<file path="config.mk">
export PLATFORM = sky130hd
export DESIGN_NAME = shift_add_mul
export DESIGN_NICKNAME = d
export VERILOG_FILES = /design/src/rtl/mul_pkg.sv /design/src/rtl/mul_step_cnt.sv /design/src/rtl/mul_ctrl.sv /design/src/rtl/mul_datapath.sv /design/src/rtl/shift_add_mul.sv
export SDC_FILE = /design/constraint.sdc
export NUM_CORES = 1
export LEC_CHECK = 0
export BUFFER_PORTS_ARGS = -buffer_cell sky130_fd_sc_hd__clkbuf_2
export CAP_MARGIN = 20
export CELL_PAD_IN_SITES_DETAIL_PLACEMENT = 1
export CELL_PAD_IN_SITES_GLOBAL_PLACEMENT = 1
export CORE_UTILIZATION = 43
export DETAILED_ROUTE_END_ITERATION = 6
export PLACE_DENSITY_LB_ADDON = 0.1
export SKIP_CTS_REPAIR_TIMING = 1
export SLEW_MARGIN = 40
export SYNTH_ARGS = -nofsm -noshare
export SYNTH_HDL_FRONTEND = slang
export SYNTH_SLANG_ARGS = --single-unit
</file>
<file path="constraint.sdc">
create_clock -name clk -period 7.9 [get_ports clk]
set_clock_uncertainty 0.2 [all_clocks]
set_input_delay 0 -clock clk [delete_from_list [all_inputs] [get_ports clk]]
set_output_delay 0 -clock clk [all_outputs]
set_load 0.1 [all_outputs]
</file>
<file path="src/rtl/mul_pkg.sv">
package mul_pkg;
  typedef enum logic {
    ST_IDLE = 1'b0,
    ST_RUN  = 1'b1
  } mul_state_e;
endpackage

</file>
<file path="src/rtl/mul_step_cnt.sv">
module mul_step_cnt #(
  parameter int WIDTH = 5
) (
  input  logic clk,
  input  logic rst_n,
  input  logic load,
  input  logic step,
  output logic last
);
  localparam int CNT_W = $clog2(WIDTH + 1);
  localparam logic [CNT_W-1:0] CNT_INIT = CNT_W'(WIDTH);
  localparam logic [CNT_W-1:0] CNT_ONE  = CNT_W'(1);

  logic [CNT_W-1:0] cnt_q, cnt_d;
  logic             cnt_en;

  always_comb begin
    cnt_en = load | step;
    cnt_d  = cnt_q;
    if (load)      cnt_d = CNT_INIT;
    else if (step) cnt_d = cnt_q - CNT_ONE;
  end

  always_ff @(posedge clk or negedge rst_n) begin
    if (!rst_n)      cnt_q <= '0;
    else if (cnt_en) cnt_q <= cnt_d;
  end

  assign last = (cnt_q == CNT_ONE);

  // a load presets the count to the operand width
  p_cnt_load_r1: assert property (@(posedge clk) disable iff (!rst_n)
    load |=> (cnt_q == CNT_INIT));

  // each non-final step lowers the count by one
  p_cnt_step_r4: assert property (@(posedge clk) disable iff (!rst_n)
    (step && !last && !load) |=> (cnt_q == $past(cnt_q) - CNT_ONE));
endmodule

</file>
<file path="src/rtl/mul_ctrl.sv">
module mul_ctrl
  import mul_pkg::*;
(
  input  logic clk,
  input  logic rst_n,
  input  logic start,
  input  logic last,
  output logic load,
  output logic step,
  output logic busy,
  output logic done
);
  mul_state_e state_q, state_d;
  logic       done_q, done_d;

  always_comb begin
    load    = (state_q == ST_IDLE) && start;
    step    = (state_q == ST_RUN);
    state_d = state_q;
    done_d  = 1'b0;
    unique case (state_q)
      ST_IDLE: if (start) state_d = ST_RUN;
      ST_RUN: begin
        if (last) begin
          state_d = ST_IDLE;
          done_d  = 1'b1;
        end
      end
      default: state_d = ST_IDLE;
    endcase
  end

  always_ff @(posedge clk or negedge rst_n) begin
    if (!rst_n) begin
      state_q <= ST_IDLE;
      done_q  <= 1'b0;
    end else begin
      state_q <= state_d;
      done_q  <= done_d;
    end
  end

  assign busy = (state_q == ST_RUN);
  assign done = done_q;

  // completion is a single-cycle pulse
  p_done_pulse_r5: assert property (@(posedge clk) disable iff (!rst_n)
    done |=> !done);

  // completion never overlaps a run
  p_done_idle_r5: assert property (@(posedge clk) disable iff (!rst_n)
    done |-> !busy);

  // an accepted start leads to a run
  p_start_run_r1: assert property (@(posedge clk) disable iff (!rst_n)
    (!busy && start) |=> busy);
endmodule

</file>
<file path="src/rtl/mul_datapath.sv">
module mul_datapath #(
  parameter int WIDTH = 5
) (
  input  logic               clk,
  input  logic               rst_n,
  input  logic               load,
  input  logic               step,
  input  logic [WIDTH-1:0]   mcand,
  input  logic [WIDTH-1:0]   mplier,
  output logic [2*WIDTH-1:0] product
);
  logic [WIDTH-1:0] b_q, b_d;
  logic [WIDTH-1:0] a_q, a_d;
  logic [WIDTH-1:0] q_q, q_d;
  logic [WIDTH-1:0] addend;
  logic [WIDTH-1:0] sum;
  logic [WIDTH:0]   carry;
  logic             b_en, aq_en;

  assign addend   = b_q & {WIDTH{q_q[0]}};
  assign carry[0] = 1'b0;

  for (genvar g = 0; g < WIDTH; g++) begin : g_fa
    assign sum[g]     = a_q[g] ^ addend[g] ^ carry[g];
    assign carry[g+1] = (a_q[g] & addend[g]) | (carry[g] & (a_q[g] ^ addend[g]));
  end

  always_comb begin
    b_en  = load;
    aq_en = load | step;
    b_d   = mcand;
    if (load) begin
      a_d = '0;
      q_d = mplier;
    end else begin
      a_d = {carry[WIDTH], sum[WIDTH-1:1]};
      q_d = {sum[0], q_q[WIDTH-1:1]};
    end
  end

  always_ff @(posedge clk or negedge rst_n) begin
    if (!rst_n)    b_q <= '0;
    else if (b_en) b_q <= b_d;
  end

  always_ff @(posedge clk or negedge rst_n) begin
    if (!rst_n) begin
      a_q <= '0;
      q_q <= '0;
    end else if (aq_en) begin
      a_q <= a_d;
      q_q <= q_d;
    end
  end

  assign product = {a_q, q_q};

  // a load clears the upper half and captures the multiplier
  p_load_clear_r1: assert property (@(posedge clk) disable iff (!rst_n)
    load |=> (a_q == '0) && (q_q == $past(mplier)));

  // with a zero multiplier bit the upper half is only shifted
  p_skip_add_r2: assert property (@(posedge clk) disable iff (!rst_n)
    (step && !load && !q_q[0]) |=> (a_q == ($past(a_q) >> 1)));

  // the bit crossing into the lower half is the low sum bit
  p_cross_bit_r3: assert property (@(posedge clk) disable iff (!rst_n)
    (step && !load) |=> (q_q[WIDTH-1] == ($past(a_q[0]) ^ ($past(q_q[0]) & $past(b_q[0])))));

  // the multiplicand stays put unless a start is accepted
  p_mcand_hold_r7: assert property (@(posedge clk) disable iff (!rst_n)
    !load |=> $stable(b_q));
endmodule

</file>
<file path="src/rtl/shift_add_mul.sv">
module shift_add_mul #(
  parameter int WIDTH = 5
) (
  input  logic               clk,
  input  logic               rst_n,
  input  logic               start_i,
  input  logic [WIDTH-1:0]   mcand_i,
  input  logic [WIDTH-1:0]   mplier_i,
  output logic               busy_o,
  output logic               done_o,
  output logic [2*WIDTH-1:0] product_o
);
  logic load, step, last;

  mul_ctrl u_ctrl (
    .clk   (clk),
    .rst_n (rst_n),
    .start (start_i),
    .last  (last),
    .load  (load),
    .step  (step),
    .busy  (busy_o),
    .done  (done_o)
  );

  mul_step_cnt #(.WIDTH(WIDTH)) u_cnt (
    .clk   (clk),
    .rst_n (rst_n),
    .load  (load),
    .step  (step),
    .last  (last)
  );

  mul_datapath #(.WIDTH(WIDTH)) u_dp (
    .clk     (clk),
    .rst_n   (rst_n),
    .load    (load),
    .step    (step),
    .mcand   (mcand_i),
    .mplier  (mplier_i),
    .product (product_o)
  );

  // the result is frozen while idle and no start arrives
  p_hold_idle_r6: assert property (@(posedge clk) disable iff (!rst_n)
    (!busy_o && !start_i) |=> $stable(product_o));
endmodule

</file>
==> results of run 1 <==
[state kept, by name (all words and copies together) (netlist names)]
signal       count
u_dp.b_q         5
u_ctrl.busy      1
u_dp.q_q         5
u_cnt.cnt_q      3
u_ctrl.done      1
u_dp.a_q         5
[cells in the final DEF (no fill, tap or decap)]
cell type | netlist | layout
sky130_fd_sc_hd__dfrtp_1 | 20 | 19
sky130_fd_sc_hd__nand2b_1 | 3 | 3
sky130_fd_sc_hd__clkbuf_4 | 0 | 3
sky130_fd_sc_hd__o31ai_1 | 3 | 3
sky130_fd_sc_hd__xnor2_1 | 1 | 1
sky130_fd_sc_hd__mux2_4 | 5 | 5
sky130_fd_sc_hd__clkbuf_2 | 0 | 24
sky130_fd_sc_hd__ha_1 | 3 | 3
sky130_fd_sc_hd__o21ai_0 | 5 | 5
sky130_fd_sc_hd__nor2b_4 | 1 | 1
sky130_fd_sc_hd__a22o_1 | 3 | 3
sky130_fd_sc_hd__nor3_1 | 2 | 2
sky130_fd_sc_hd__nor2_1 | 2 | 2
sky130_fd_sc_hd__dlygate4sd3_1 | 0 | 12
sky130_fd_sc_hd__mux2i_1 | 5 | 5
sky130_fd_sc_hd__and3b_1 | 1 | 1
sky130_fd_sc_hd__fa_1 | 4 | 4
sky130_fd_sc_hd__and2_1 | 2 | 2
sky130_fd_sc_hd__a21oi_1 | 2 | 2
sky130_fd_sc_hd__dfrtp_2 | 0 | 1
sky130_fd_sc_hd__inv_1 | 10 | 10
sky130_fd_sc_hd__nand2_1 | 8 | 8
[synthesized netlist by cell type (all sizes together)]
library cell	instances	area share, %
and3b	1	0.87
a22o	3	2.6
nand2b	3	1.9
fa	4	8.0
mux2i	5	5.0
xnor2	1	0.87
mux2	5	7.5
o21ai	5	2.5
nor2b	1	1.4
and2	2	1.2
inv	10	3.7
dfrtp	20	50
nor3	2	0.99
ha	3	3.7
nor2	2	0.75
a21oi	2	0.99
buf	4	3.2
nand2	8	3.0
o31ai	3	2.2
[cell type report]
| cell class | instances | area (µm²) |
|---|---|---|
| Sequential cell | 20 | 502 |
| Timing Repair Buffer | 36 | 240 |
| Clock buffer | 3 | 22.5 |
| Fill cell | 244 | 938 |
| Multi-Input combinational cell | 50 | 437 |
| Inverter | 10 | 37.5 |
| Tap cell | 28 | 35.0 |
[metal layers]
metal | share of wire [%] | up-vias | wire, µm | global-route usage, %
li1 | - | 346 | - | -
met1 | 42 | 354 | 887 | 23.0
met2 | 52 | 18 | 1100 | 29.3
met3 | 2.9 | 6 | 61 | 2.73
met4 | 3.2 | 0 | 68 | 11.1
met5 | 0 | - | 0 | 0
[worst reg2reg max path, cell delays in order (launching register included)]
cell	delay, ns
sky130_fd_sc_hd__dfrtp_1	0.44
sky130_fd_sc_hd__and2_1	0.15
sky130_fd_sc_hd__ha_1	0.13
sky130_fd_sc_hd__inv_1	0.04
sky130_fd_sc_hd__fa_1	0.39
sky130_fd_sc_hd__fa_1	0.38
sky130_fd_sc_hd__inv_1	0.07
sky130_fd_sc_hd__fa_1	0.15
sky130_fd_sc_hd__inv_1	0.05
sky130_fd_sc_hd__fa_1	0.47
sky130_fd_sc_hd__inv_1	0.04
sky130_fd_sc_hd__a22o_1	0.19
[per-stage QoR]
step,utilization (%),instance area [µm²]
after global placement,51.1,1130
after global routing,57.6,1270
final,57.6,1270
after detailed placement,51.1,1130
after floorplan,-,1010
after CTS,52.1,1150
[cell families after synthesis]
kind of cell | share of synthesized area (%)
AO/OA/AOI/OAI | 8.32
XOR/XNOR | 0.870
adder cells (fa/ha/maj) | 11.7
buffers and inverters | 6.96
flip-flops | 49.7
multiplexers | 12.4
AND/OR/NAND/NOR | 10.1
[worst paths after layout]
kind                                   from     endpoint
min in group clk                 mcand_i[1]  u_dp.b_q[1]
worst max-delay path            u_dp.q_q[0]  u_dp.a_q[3]
worst max register to register  u_dp.q_q[0]  u_dp.a_q[3]
worst min register to register  u_dp.b_q[2]  u_dp.b_q[2]
worst min-delay path                  rst_n  u_dp.a_q[2]
max in group asynchronous             rst_n  u_ctrl.busy
==> flow_summary.html, run 1 <==
<table>
<tr><th>Metric</th><th>Value</th></tr>
<tr><th colspan="2">Clock tree</th></tr>
<tr><td>TritonCTS clock tree</td><td>yes</td></tr>
<tr><td>Worst-skew pair later-pin latency</td><td>0.30 ns</td></tr>
<tr><td>H-tree levels</td><td>1</td></tr>
<tr><td>Clock tree sinks</td><td>20</td></tr>
<tr><td>Post-CTS clock slew at the launch and capture registers of the worst setup and hold paths</td><td>0.11 ns</td></tr>
<tr><td>Inserted Clock Buffers</td><td>3</td></tr>
<tr><td>Library cell used as clock root buffer</td><td>sky130_fd_sc_hd__clkbuf_4</td></tr>
<tr><td>Maximum clock path buffer count</td><td>2</td></tr>
<tr><th colspan="2">Timing</th></tr>
<tr><td>Hold_ws</td><td>-0.0163 ns</td></tr>
<tr><td>Number of endpoints failing setup at the final stage</td><td>0</td></tr>
<tr><td>Sum of negative setup slack</td><td>0 ns</td></tr>
<tr><td>Smallest setup slack after layout</td><td>5.10 ns</td></tr>
<tr><td>Final Hold Vio Count</td><td>20</td></tr>
<tr><td>Top achievable clock speed</td><td>357 MHz</td></tr>
<tr><td>Measured slew at the worst slew-check pin</td><td>0.549 ns</td></tr>
<tr><td>Setup repair after global routing missed its margin</td><td>false</td></tr>
<tr><td>Number of pins exceeding their max-slew limit in the final report</td><td>0</td></tr>
<tr><td>Post-route fraction of the period consumed by the critical path</td><td>35.5%</td></tr>
<tr><td>Time the final worst path needs with I/O delays and setup</td><td>2.80 ns</td></tr>
<tr><td>Worst rel slew slack</td><td>63.5%</td></tr>
<tr><th colspan="2">Floorplan</th></tr>
<tr><td>Die Outline Area</td><td>2540 µm²</td></tr>
<tr><td>Total core area</td><td>2210 µm²</td></tr>
<tr><td>Die height</td><td>50.4 µm</td></tr>
<tr><td>Number of cell rows</td><td>17</td></tr>
<tr><td>Top-level port count</td><td>25</td></tr>
<tr><td>Effective utilization at floorplan</td><td>45.5%</td></tr>
<tr><td>Die X</td><td>50.4 µm</td></tr>
<tr><th colspan="2">Hold path</th></tr>
<tr><td>Path category of the worst min-delay check</td><td>in -&gt; async</td></tr>
<tr><th colspan="2">Synthesis</th></tr>
<tr><td>Mean post-synth cell area</td><td>12.0 µm²</td></tr>
<tr><td>Proportion of synthesized chip area in sequential cells</td><td>49.7%</td></tr>
<tr><td>Number of synthesized register bits</td><td>20</td></tr>
<tr><td>Number of instances in the synthesized netlist</td><td>84</td></tr>
<tr><td>Nets in the synthesized netlist</td><td>104</td></tr>
<tr><td>Area of the mapped netlist</td><td>1010 µm²</td></tr>
<tr><td>Netlist cell types</td><td>20</td></tr>
<tr><td>Ys Warns</td><td>0</td></tr>
<tr><th colspan="2">Critical path</th></tr>
<tr><td>Worst path buffer plus inverter count</td><td>4</td></tr>
<tr><td>Critical path class</td><td>reg -&gt; reg</td></tr>
<tr><td>CP required</td><td>7.90 ns</td></tr>
<tr><td>Maximum single-stage delay on the critical path</td><td>0.47 ns</td></tr>
<tr><td>CP Capture Type</td><td>register</td></tr>
<tr><td>Crit. path cell count</td><td>11</td></tr>
<tr><td>Number of cells traversed by the worst register-to-register path</td><td>11</td></tr>
<tr><td>Largest fanout on the critical path</td><td>7</td></tr>
<tr><td>Kind of start point of the critical path</td><td>register</td></tr>
<tr><td>Crit path cell chain</td><td>and2_1 &gt; ha_1 &gt; inv_1 &gt; fa_1 &gt; fa_1 &gt; inv_1 &gt; fa_1 &gt; inv_1 &gt; fa_1 &gt; inv_1 &gt; a22o_1</td></tr>
<tr><td>Slack of the worst reg-to-reg path</td><td>5.10 ns</td></tr>
<tr><td>Worst path top cell family by delay</td><td>adder cells</td></tr>
<tr><td>Arrival time at the worst endpoint</td><td>2.80 ns</td></tr>
<tr><td>Slowest CP cell</td><td>sky130_fd_sc_hd__fa_1</td></tr>
<tr><th colspan="2">GRT</th></tr>
<tr><td>Initial antenna violation count</td><td>0</td></tr>
<tr><td>Vias in the first global route</td><td>702</td></tr>
<tr><td>Global-route wire length before repair</td><td>3310 µm</td></tr>
<tr><td>Residual overflow from global routing</td><td>0</td></tr>
<tr><td>Pin count of the biggest net entering global routing</td><td>28</td></tr>
<tr><td>Total routing resource utilization after global routing</td><td>18.2%</td></tr>
<tr><th colspan="2">Drt</th></tr>
<tr><td>Drt drc</td><td>0</td></tr>
<tr><td>Number of antenna-violating nets in the routed design</td><td>0</td></tr>
<tr><td>Length of the first detailed-routing pass in iterations</td><td>4</td></tr>
<tr><td>Initial DRC count</td><td>6</td></tr>
<tr><td>Mean routed wirelength per cell</td><td>14.4 µm</td></tr>
<tr><td>Total detailed-routing wirelength</td><td>2110 µm</td></tr>
<tr><td>Via count of the routed design</td><td>724</td></tr>
<tr><td>Vias per inst</td><td>4.93</td></tr>
<tr><th colspan="2">Status</th></tr>
<tr><td>Result of the run</td><td>finished with violations</td></tr>
<tr><td>Failing checks</td><td>negative hold slack</td></tr>
<tr><th colspan="2">Finish</th></tr>
<tr><td>Net count, final</td><td>141</td></tr>
<tr><td>Antenna fix cells</td><td>0</td></tr>
<tr><td>Post-route non-filler standard cell count</td><td>147</td></tr>
<tr><td>Synthesis-to-layout area growth</td><td>26.5%</td></tr>
<tr><td>Fraction of final layout cells with drive strength greater than 1</td><td>28.6%</td></tr>
<tr><th colspan="2">Placement</th></tr>
<tr><td>Routability congestion estimate</td><td>0.681</td></tr>
<tr><td>Post-placement cell count</td><td>132</td></tr>
<tr><td>Post-place setup slack</td><td>5.10 ns</td></tr>
<tr><td>Final HPWL from detailed placement</td><td>1390 µm</td></tr>
<tr><td>Port Buffer Count</td><td>24</td></tr>
<tr><th colspan="2">Job</th></tr>
<tr><td>Number of max-cap violations</td><td>0</td></tr>
</table>
Power of run 1 is left out: the tool's default activity adds up to more than one toggle a clock period on the data nets, which glitch-free logic cannot reach.
==> run 2, diff against run 1 <==
Settings changed: CORE_UTILIZATION 43 to 40.
Clock period 7.9 ns to 2.61 ns, I/O delays scaled along.
==> run 2 against run 1 <==
Net effect: die area increased by 7.2%; sequential cell count unchanged; core utilization decreased by 0.34 points; critical endpoint unchanged; first-iteration DRC count decreased by 100%; the run ends with negative hold slack, negative setup slack left; setup slack got worse by 5.1 ns.
==> flow_summary.html, run 2 (synthesis results as in run 1) <==
<table>
<tr><th>Metric</th><th>Value</th></tr>
<tr><th colspan="2">Status</th></tr>
<tr><td>Result of the run</td><td>finished with violations (unchanged)</td></tr>
<tr><td>Failing checks</td><td>negative hold slack, negative setup slack (was negative hold slack)</td></tr>
<tr><th colspan="2">Drt</th></tr>
<tr><td>Drt drc</td><td>0 (unchanged)</td></tr>
<tr><td>Number of antenna-violating nets in the routed design</td><td>0 (unchanged)</td></tr>
<tr><td>Via count of the routed design</td><td>713 (was 724)</td></tr>
<tr><td>Total detailed-routing wirelength</td><td>1910 µm (was 2110 µm)</td></tr>
<tr><td>Length of the first detailed-routing pass in iterations</td><td>1 (was 4)</td></tr>
<tr><td>Vias per inst</td><td>4.75 (was 4.93)</td></tr>
<tr><td>Mean routed wirelength per cell</td><td>12.7 µm (was 14.4 µm)</td></tr>
<tr><td>Initial DRC count</td><td>0 (was 6)</td></tr>
<tr><th colspan="2">Clock tree</th></tr>
<tr><td>TritonCTS clock tree</td><td>yes (unchanged)</td></tr>
<tr><td>Worst-skew pair later-pin latency</td><td>0.30 ns (about the same)</td></tr>
<tr><td>Clock tree sinks</td><td>20 (unchanged)</td></tr>
<tr><td>Post-CTS clock slew at the launch and capture registers of the worst setup and hold paths</td><td>0.12 ns (was 0.11 ns)</td></tr>
<tr><td>Library cell used as clock root buffer</td><td>sky130_fd_sc_hd__clkbuf_4 (unchanged)</td></tr>
<tr><td>Inserted Clock Buffers</td><td>3 (unchanged)</td></tr>
<tr><td>H-tree levels</td><td>1 (unchanged)</td></tr>
<tr><td>Maximum clock path buffer count</td><td>2 (unchanged)</td></tr>
<tr><th colspan="2">Finish</th></tr>
<tr><td>Largest registers</td><td>u_dp.a_q: 5 flops, u_dp.b_q: 5 flops, u_dp.q_q: 5 flops (unchanged)</td></tr>
<tr><td>Fraction of final layout cells with drive strength greater than 1</td><td>35.2% (was 28.6%)</td></tr>
<tr><td>Post-route cell area</td><td>1320 µm² (was 1270 µm²)</td></tr>
<tr><td>Net count, final</td><td>143 (was 141)</td></tr>
<tr><td>Antenna fix cells</td><td>0 (unchanged)</td></tr>
<tr><td>Commonest cells after routing, fill and taps aside</td><td>sky130_fd_sc_hd__clkbuf_2, sky130_fd_sc_hd__dfrtp_1, sky130_fd_sc_hd__dlygate4sd3_1 (unchanged)</td></tr>
<tr><td>Synthesis-to-layout area growth</td><td>30.6% (was 26.5%)</td></tr>
<tr><td>Leading cell type in the layout, fill and taps excluded</td><td>sky130_fd_sc_hd__clkbuf_2 (unchanged)</td></tr>
<tr><th colspan="2">Critical path</th></tr>
<tr><td>CP Capture Type</td><td>register (unchanged)</td></tr>
<tr><td>Maximum single-stage delay on the critical path</td><td>0.47 ns (about the same)</td></tr>
<tr><td>Crit path cell chain</td><td>and2_4 &gt; ha_1 &gt; inv_1 &gt; fa_2 &gt; fa_2 &gt; inv_2 &gt; fa_1 &gt; inv_1 &gt; fa_1 &gt; inv_1 &gt; a22o_1 (was and2_1 &gt; ha_1 &gt; inv_1 &gt; fa_1 &gt; fa_1 &gt; inv_1 &gt; fa_1 &gt; inv_1 &gt; fa_1 &gt; inv_1 &gt; a22o_1)</td></tr>
<tr><td>Critical path class</td><td>reg -&gt; reg (unchanged)</td></tr>
<tr><td>Arrival time at the worst endpoint</td><td>2.66 ns (was 2.80 ns)</td></tr>
<tr><td>Largest fanout on the critical path</td><td>2 (was 7)</td></tr>
<tr><td>Worst path top cell family by delay</td><td>adder cells (unchanged)</td></tr>
<tr><td>Kind of start point of the critical path</td><td>register (unchanged)</td></tr>
<tr><td>CP required</td><td>2.62 ns (was 7.90 ns)</td></tr>
<tr><td>Slowest CP cell</td><td>sky130_fd_sc_hd__fa_1 (unchanged)</td></tr>
<tr><td>Cell with the most instances on the worst path</td><td>sky130_fd_sc_hd__inv_1</td></tr>
<tr><td>Worst path buffer plus inverter count</td><td>4 (unchanged)</td></tr>
<tr><th colspan="2">Floorplan</th></tr>
<tr><td>Die Outline Area</td><td>2720 µm² (was 2540 µm²)</td></tr>
<tr><td>Effective utilization at floorplan</td><td>43.8% (was 45.5%)</td></tr>
<tr><td>Die height</td><td>52.2 µm (was 50.4 µm)</td></tr>
<tr><td>Top-level port count</td><td>25 (unchanged)</td></tr>
<tr><td>Die X</td><td>52.2 µm (was 50.4 µm)</td></tr>
<tr><td>Number of cell rows</td><td>17 (unchanged)</td></tr>
<tr><td>Total core area</td><td>2300 µm² (was 2210 µm²)</td></tr>
<tr><th colspan="2">Timing</th></tr>
<tr><td>Post-route fraction of the period consumed by the critical path</td><td>102% (was 35.5%)</td></tr>
<tr><td>Number of pins exceeding their max-slew limit in the final report</td><td>0 (unchanged)</td></tr>
<tr><td>Hold_ws</td><td>-0.0260 ns (was -0.0163 ns)</td></tr>
<tr><td>Setup repair after global routing missed its margin</td><td>true (was false)</td></tr>
<tr><td>Final Hold Vio Count</td><td>20 (unchanged)</td></tr>
<tr><td>Top achievable clock speed</td><td>377 MHz (was 357 MHz)</td></tr>
<tr><td>Time the final worst path needs with I/O delays and setup</td><td>2.65 ns (was 2.80 ns)</td></tr>
<tr><td>Measured slew at the worst slew-check pin</td><td>0.547 ns (was 0.549 ns)</td></tr>
<tr><td>Smallest setup slack after layout</td><td>-0.0428 ns (was 5.10 ns)</td></tr>
<tr><td>Worst rel slew slack</td><td>63.7% (was 63.5%)</td></tr>
<tr><td>Number of endpoints failing setup at the final stage</td><td>1 (was 0)</td></tr>
<tr><th colspan="2">GRT</th></tr>
<tr><td>Pin count of the biggest net entering global routing</td><td>21 (was 28)</td></tr>
<tr><td>Vias in the first global route</td><td>722 (was 702)</td></tr>
<tr><td>Initial antenna violation count</td><td>0 (unchanged)</td></tr>
<tr><td>Residual overflow from global routing</td><td>0 (unchanged)</td></tr>
<tr><td>Total routing resource utilization after global routing</td><td>17.1% (was 18.2%)</td></tr>
<tr><td>Global-route wire length before repair</td><td>3310 µm (about the same)</td></tr>
<tr><th colspan="2">Placement</th></tr>
<tr><td>Placed Instance Area</td><td>1160 µm² (was 1130 µm²)</td></tr>
<tr><td>Port Buffer Count</td><td>24 (unchanged)</td></tr>
<tr><td>Routability congestion estimate</td><td>0.689 (was 0.681)</td></tr>
<tr><th colspan="2">Job</th></tr>
<tr><td>Number of max-cap violations</td><td>0 (unchanged)</td></tr>
<tr><th colspan="2">Hold path</th></tr>
<tr><td>Path category of the worst min-delay check</td><td>in -&gt; async (unchanged)</td></tr>
</table>
==> run 2: metrics by stage <==
stage               hold WS (ns)  setup TNS, ns  utilization [%]  setup slack [ns]  instances
global route             0.00857         -0.157             57.2            -0.147        150
CTS                       -0.552        -0.0515             52.0           -0.0515        138
global placement          -0.212              0             50.4            0.0109        134
finish                   -0.0260        -0.0428             57.2           -0.0428        150
floorplan                 -0.496         -0.356                -            -0.274         84
detailed placement        -0.202        -0.0462             50.4           -0.0462        134
==> run 2: layout make-up <==
| type | instances | area (µm²) |
|---|---|---|
| clock buffer | 4 | 36.3 |
| multi-input combinational | 50 | 444 |
| tap | 28 | 35.0 |
| fill | 264 | 982 |
| inverter | 10 | 37.5 |
| sequential | 20 | 507 |
| timing repair buffer | 38 | 255 |
==> run 2: worst paths after layout <==
| check | from | to | cells after the start | slack, ns |
|---|---|---|---|---|
| worst max-delay path | u_dp.q_q[0] | u_dp.a_q[3] | 11 | -0.04 |
| worst max register to register | u_dp.q_q[0] | u_dp.a_q[3] | 11 | -0.04 |
| max in group asynchronous | rst_n | u_dp.q_q[0] | 2 | 1.85 |
| worst min register to register | u_cnt.cnt_q[0] | u_cnt.cnt_q[0] | 1 | 0.32 |
| min in group clk | mcand_i[4] | u_dp.b_q[4] | 3 | 0.26 |
| worst min-delay path | rst_n | u_dp.a_q[2] | 2 | -0.03 |
==> run 2: routing by layer <==
| layer | routed length [µm] | track usage [%] | vias to the layer above |
|---|---|---|---|
| li1 | - | - | 354 |
| met1 | 944 | 23.2 | 342 |
| met2 | 900 | 26.7 | 15 |
| met3 | 54 | 2.61 | 2 |
| met4 | 8 | 7.89 | 0 |
| met5 | 0 | 0 | - |
Power of run 2 is left out for the same reason.
==> run 3, diff against run 2 <==
Settings changed: PLACE_DENSITY set to 0.77, PLACE_DENSITY_LB_ADDON 0.1 to unset.
==> run 3 against run 2 <==
Net effect: the run still ends with negative hold slack, negative setup slack left; setup slack worse by 0.064 ns; sequential share of layout area unchanged; cell count unchanged; register-to-register slack worse by 0.06 ns; critical path type unchanged; critical endpoint unchanged; highest routed layer unchanged.
==> flow_summary.html, run 3 (synthesis results as in run 1) <==
<table>
<tr><th>Metric</th><th>Value</th></tr>
<tr><th colspan="2">Clock tree</th></tr>
<tr><td>Inserted Clock Buffers</td><td>3 (unchanged)</td></tr>
<tr><td>Clock tree sinks</td><td>20 (unchanged)</td></tr>
<tr><td>Post-CTS clock slew at the launch and capture registers of the worst setup and hold paths</td><td>0.12 ns (about the same)</td></tr>
<tr><td>Worst-skew pair later-pin latency</td><td>0.30 ns (about the same)</td></tr>
<tr><td>Maximum clock path buffer count</td><td>2 (unchanged)</td></tr>
<tr><td>H-tree levels</td><td>1 (unchanged)</td></tr>
<tr><td>Library cell used as clock root buffer</td><td>sky130_fd_sc_hd__clkbuf_4 (unchanged)</td></tr>
<tr><td>TritonCTS clock tree</td><td>yes (unchanged)</td></tr>
<tr><th colspan="2">Timing</th></tr>
<tr><td>Final Hold Vio Count</td><td>20 (unchanged)</td></tr>
<tr><td>Top achievable clock speed</td><td>368 MHz (was 377 MHz)</td></tr>
<tr><td>Number of endpoints failing setup at the final stage</td><td>1 (unchanged)</td></tr>
<tr><td>Measured slew at the worst slew-check pin</td><td>0.543 ns (was 0.547 ns)</td></tr>
<tr><td>Number of pins exceeding their max-slew limit in the final report</td><td>0 (unchanged)</td></tr>
<tr><td>Setup repair after global routing missed its margin</td><td>true (unchanged)</td></tr>
<tr><td>Sum of negative setup slack</td><td>-0.107 ns (was -0.0428 ns)</td></tr>
<tr><td>Smallest setup slack after layout</td><td>-0.107 ns (was -0.0428 ns)</td></tr>
<tr><td>Worst rel slew slack</td><td>64.0% (was 63.7%)</td></tr>
<tr><td>Hold_ws</td><td>-0.0181 ns (was -0.0260 ns)</td></tr>
<tr><td>Post-route fraction of the period consumed by the critical path</td><td>104% (was 102%)</td></tr>
<tr><td>Time the final worst path needs with I/O delays and setup</td><td>2.72 ns (was 2.65 ns)</td></tr>
<tr><th colspan="2">Drt</th></tr>
<tr><td>Number of antenna-violating nets in the routed design</td><td>0 (unchanged)</td></tr>
<tr><td>Drt drc</td><td>0 (unchanged)</td></tr>
<tr><td>Length of the first detailed-routing pass in iterations</td><td>4 (was 1)</td></tr>
<tr><td>Via count of the routed design</td><td>752 (was 713)</td></tr>
<tr><td>Mean routed wirelength per cell</td><td>15.5 µm (was 12.7 µm)</td></tr>
<tr><td>Vias per inst</td><td>5.01 (was 4.75)</td></tr>
<tr><td>Initial DRC count</td><td>5 (was 0)</td></tr>
<tr><td>Total detailed-routing wirelength</td><td>2320 µm (was 1910 µm)</td></tr>
<tr><th colspan="2">Finish</th></tr>
<tr><td>Commonest cells after routing, fill and taps aside</td><td>sky130_fd_sc_hd__clkbuf_2, sky130_fd_sc_hd__dfrtp_1, sky130_fd_sc_hd__dlygate4sd3_1 (unchanged)</td></tr>
<tr><td>Fraction of final layout cells with drive strength greater than 1</td><td>35.2% (unchanged)</td></tr>
<tr><td>Filler instances</td><td>262 (was 264)</td></tr>
<tr><td>Final core utilization</td><td>57.2% (unchanged)</td></tr>
<tr><td>Post-route non-filler standard cell count</td><td>150 (unchanged)</td></tr>
<tr><td>Leading cell type in the layout, fill and taps excluded</td><td>sky130_fd_sc_hd__clkbuf_2 (unchanged)</td></tr>
<tr><td>Synthesis-to-layout area growth</td><td>30.6% (unchanged)</td></tr>
<tr><td>Register area</td><td>507 µm² (unchanged)</td></tr>
<tr><td>Antenna fix cells</td><td>0 (unchanged)</td></tr>
<tr><td>Largest registers</td><td>u_dp.a_q: 5 flops, u_dp.b_q: 5 flops, u_dp.q_q: 5 flops (unchanged)</td></tr>
<tr><td>Net count, final</td><td>143 (unchanged)</td></tr>
<tr><td>Multi-input gate area in the final layout</td><td>444 µm² (unchanged)</td></tr>
<tr><th colspan="2">GRT</th></tr>
<tr><td>Global-route wire length before repair</td><td>3330 µm (was 3310 µm)</td></tr>
<tr><td>Residual overflow from global routing</td><td>0 (unchanged)</td></tr>
<tr><td>Vias in the first global route</td><td>708 (was 722)</td></tr>
<tr><td>Initial antenna violation count</td><td>0 (unchanged)</td></tr>
<tr><td>Total routing resource utilization after global routing</td><td>17.2% (was 17.1%)</td></tr>
<tr><td>Pin count of the biggest net entering global routing</td><td>21 (unchanged)</td></tr>
<tr><th colspan="2">Placement</th></tr>
<tr><td>Routability congestion estimate</td><td>0.690 (was 0.689)</td></tr>
<tr><td>Post-placement cell count</td><td>134 (unchanged)</td></tr>
<tr><td>Final HPWL from detailed placement</td><td>1480 µm</td></tr>
<tr><td>Port Buffer Count</td><td>24 (unchanged)</td></tr>
<tr><th colspan="2">Floorplan</th></tr>
<tr><td>Total core area</td><td>2300 µm² (unchanged)</td></tr>
<tr><td>Effective utilization at floorplan</td><td>43.8% (unchanged)</td></tr>
<tr><td>Number of cell rows</td><td>17 (unchanged)</td></tr>
<tr><td>Die X</td><td>52.2 µm (unchanged)</td></tr>
<tr><td>Top-level port count</td><td>25 (unchanged)</td></tr>
<tr><td>Die Outline Area</td><td>2720 µm² (unchanged)</td></tr>
<tr><td>Die height</td><td>52.2 µm (unchanged)</td></tr>
<tr><th colspan="2">Critical path</th></tr>
<tr><td>CP required</td><td>2.61 ns (was 2.62 ns)</td></tr>
<tr><td>Critical path class</td><td>reg -&gt; reg (unchanged)</td></tr>
<tr><td>Kind of start point of the critical path</td><td>register (unchanged)</td></tr>
<tr><td>Number of cells traversed by the worst register-to-register path</td><td>11 (unchanged)</td></tr>
<tr><td>Largest fanout on the critical path</td><td>2 (unchanged)</td></tr>
<tr><td>FF-to-FF End</td><td>u_dp.a_q[3] (unchanged)</td></tr>
<tr><td>CP Capture Type</td><td>register (unchanged)</td></tr>
<tr><td>Slack of the worst reg-to-reg path</td><td>-0.11 ns (was -0.04 ns)</td></tr>
<tr><td>Startpoint of the most critical register-to-register path</td><td>u_dp.q_q[0] (unchanged)</td></tr>
<tr><td>Arrival time at the worst endpoint</td><td>2.72 ns (was 2.66 ns)</td></tr>
<tr><th colspan="2">Job</th></tr>
<tr><td>Number of max-cap violations</td><td>0 (unchanged)</td></tr>
<tr><th colspan="2">Status</th></tr>
<tr><td>Failing checks</td><td>negative hold slack, negative setup slack (unchanged)</td></tr>
<tr><td>Result of the run</td><td>finished with violations (unchanged)</td></tr>
<tr><th colspan="2">Hold path</th></tr>
<tr><td>Path category of the worst min-delay check</td><td>in -&gt; async (unchanged)</td></tr>
</table>
==> run 3: cell counts in the layout (fill, tap and decap cells not counted) <==
No cell type changed its count.
==> run 3: critical path, cell delays in order, from the launching register on <==
cell,delay [ns]
sky130_fd_sc_hd__dfrtp_4,0.43
sky130_fd_sc_hd__and2_4,0.15
sky130_fd_sc_hd__ha_1,0.15
sky130_fd_sc_hd__inv_1,0.06
sky130_fd_sc_hd__fa_2,0.34
sky130_fd_sc_hd__fa_2,0.34
sky130_fd_sc_hd__inv_2,0.06
sky130_fd_sc_hd__fa_1,0.15
sky130_fd_sc_hd__inv_1,0.05
sky130_fd_sc_hd__fa_1,0.47
sky130_fd_sc_hd__inv_1,0.04
sky130_fd_sc_hd__a22o_1,0.20
==> run 3: stage by stage <==
stage / area, µm² / worst slack [ns]
global route: 1320 / -0.214
finish: 1320 / -0.107
floorplan: 1020 / -0.274
detailed placement: 1160 / -0.0638
CTS: 1190 / -0.0804
global placement: 1160 / 0.0102
==> run 3: area by class of cell <==
type                            count  share of cell area [%]
Multi-Input combinational cell     50                    33.8
Inverter                           10                    2.85
Clock buffer                        4                    2.76
Tap cell                           28                    2.66
Sequential cell                    20                    38.5
Timing Repair Buffer               38                    19.4
==> run 3: routing by layer <==
layer | track usage (%) | routed length, µm | up-vias
li1 | - | - | 353
met1 | 23.2 | 1020 | 383
met2 | 28.0 | 1250 | 14
met3 | 2.61 | 40 | 2
met4 | 6.58 | 19 | 0
met5 | 0 | 0 | -
==> run 3: worst max-delay path by stage <==
| stage | from | to | slack [ns] | cells past startpoint |
|---|---|---|---|---|
| finish | u_dp.q_q[0] | u_dp.a_q[3] | -0.11 | 11 |
| global route | u_dp.q_q[0] | u_dp.a_q[3] | -0.21 | 11 |
| CTS | u_dp.q_q[0] | u_dp.a_q[3] | -0.08 | 11 |
| detailed placement | u_dp.q_q[0] | u_dp.a_q[3] | -0.06 | 11 |
| global placement | u_dp.q_q[0] | u_dp.a_q[3] | 0.01 | 11 |
| floorplan | u_dp.q_q[0] | u_dp.a_q[3] | -0.27 | 11 |
Power of run 3 is left out for the same reason.
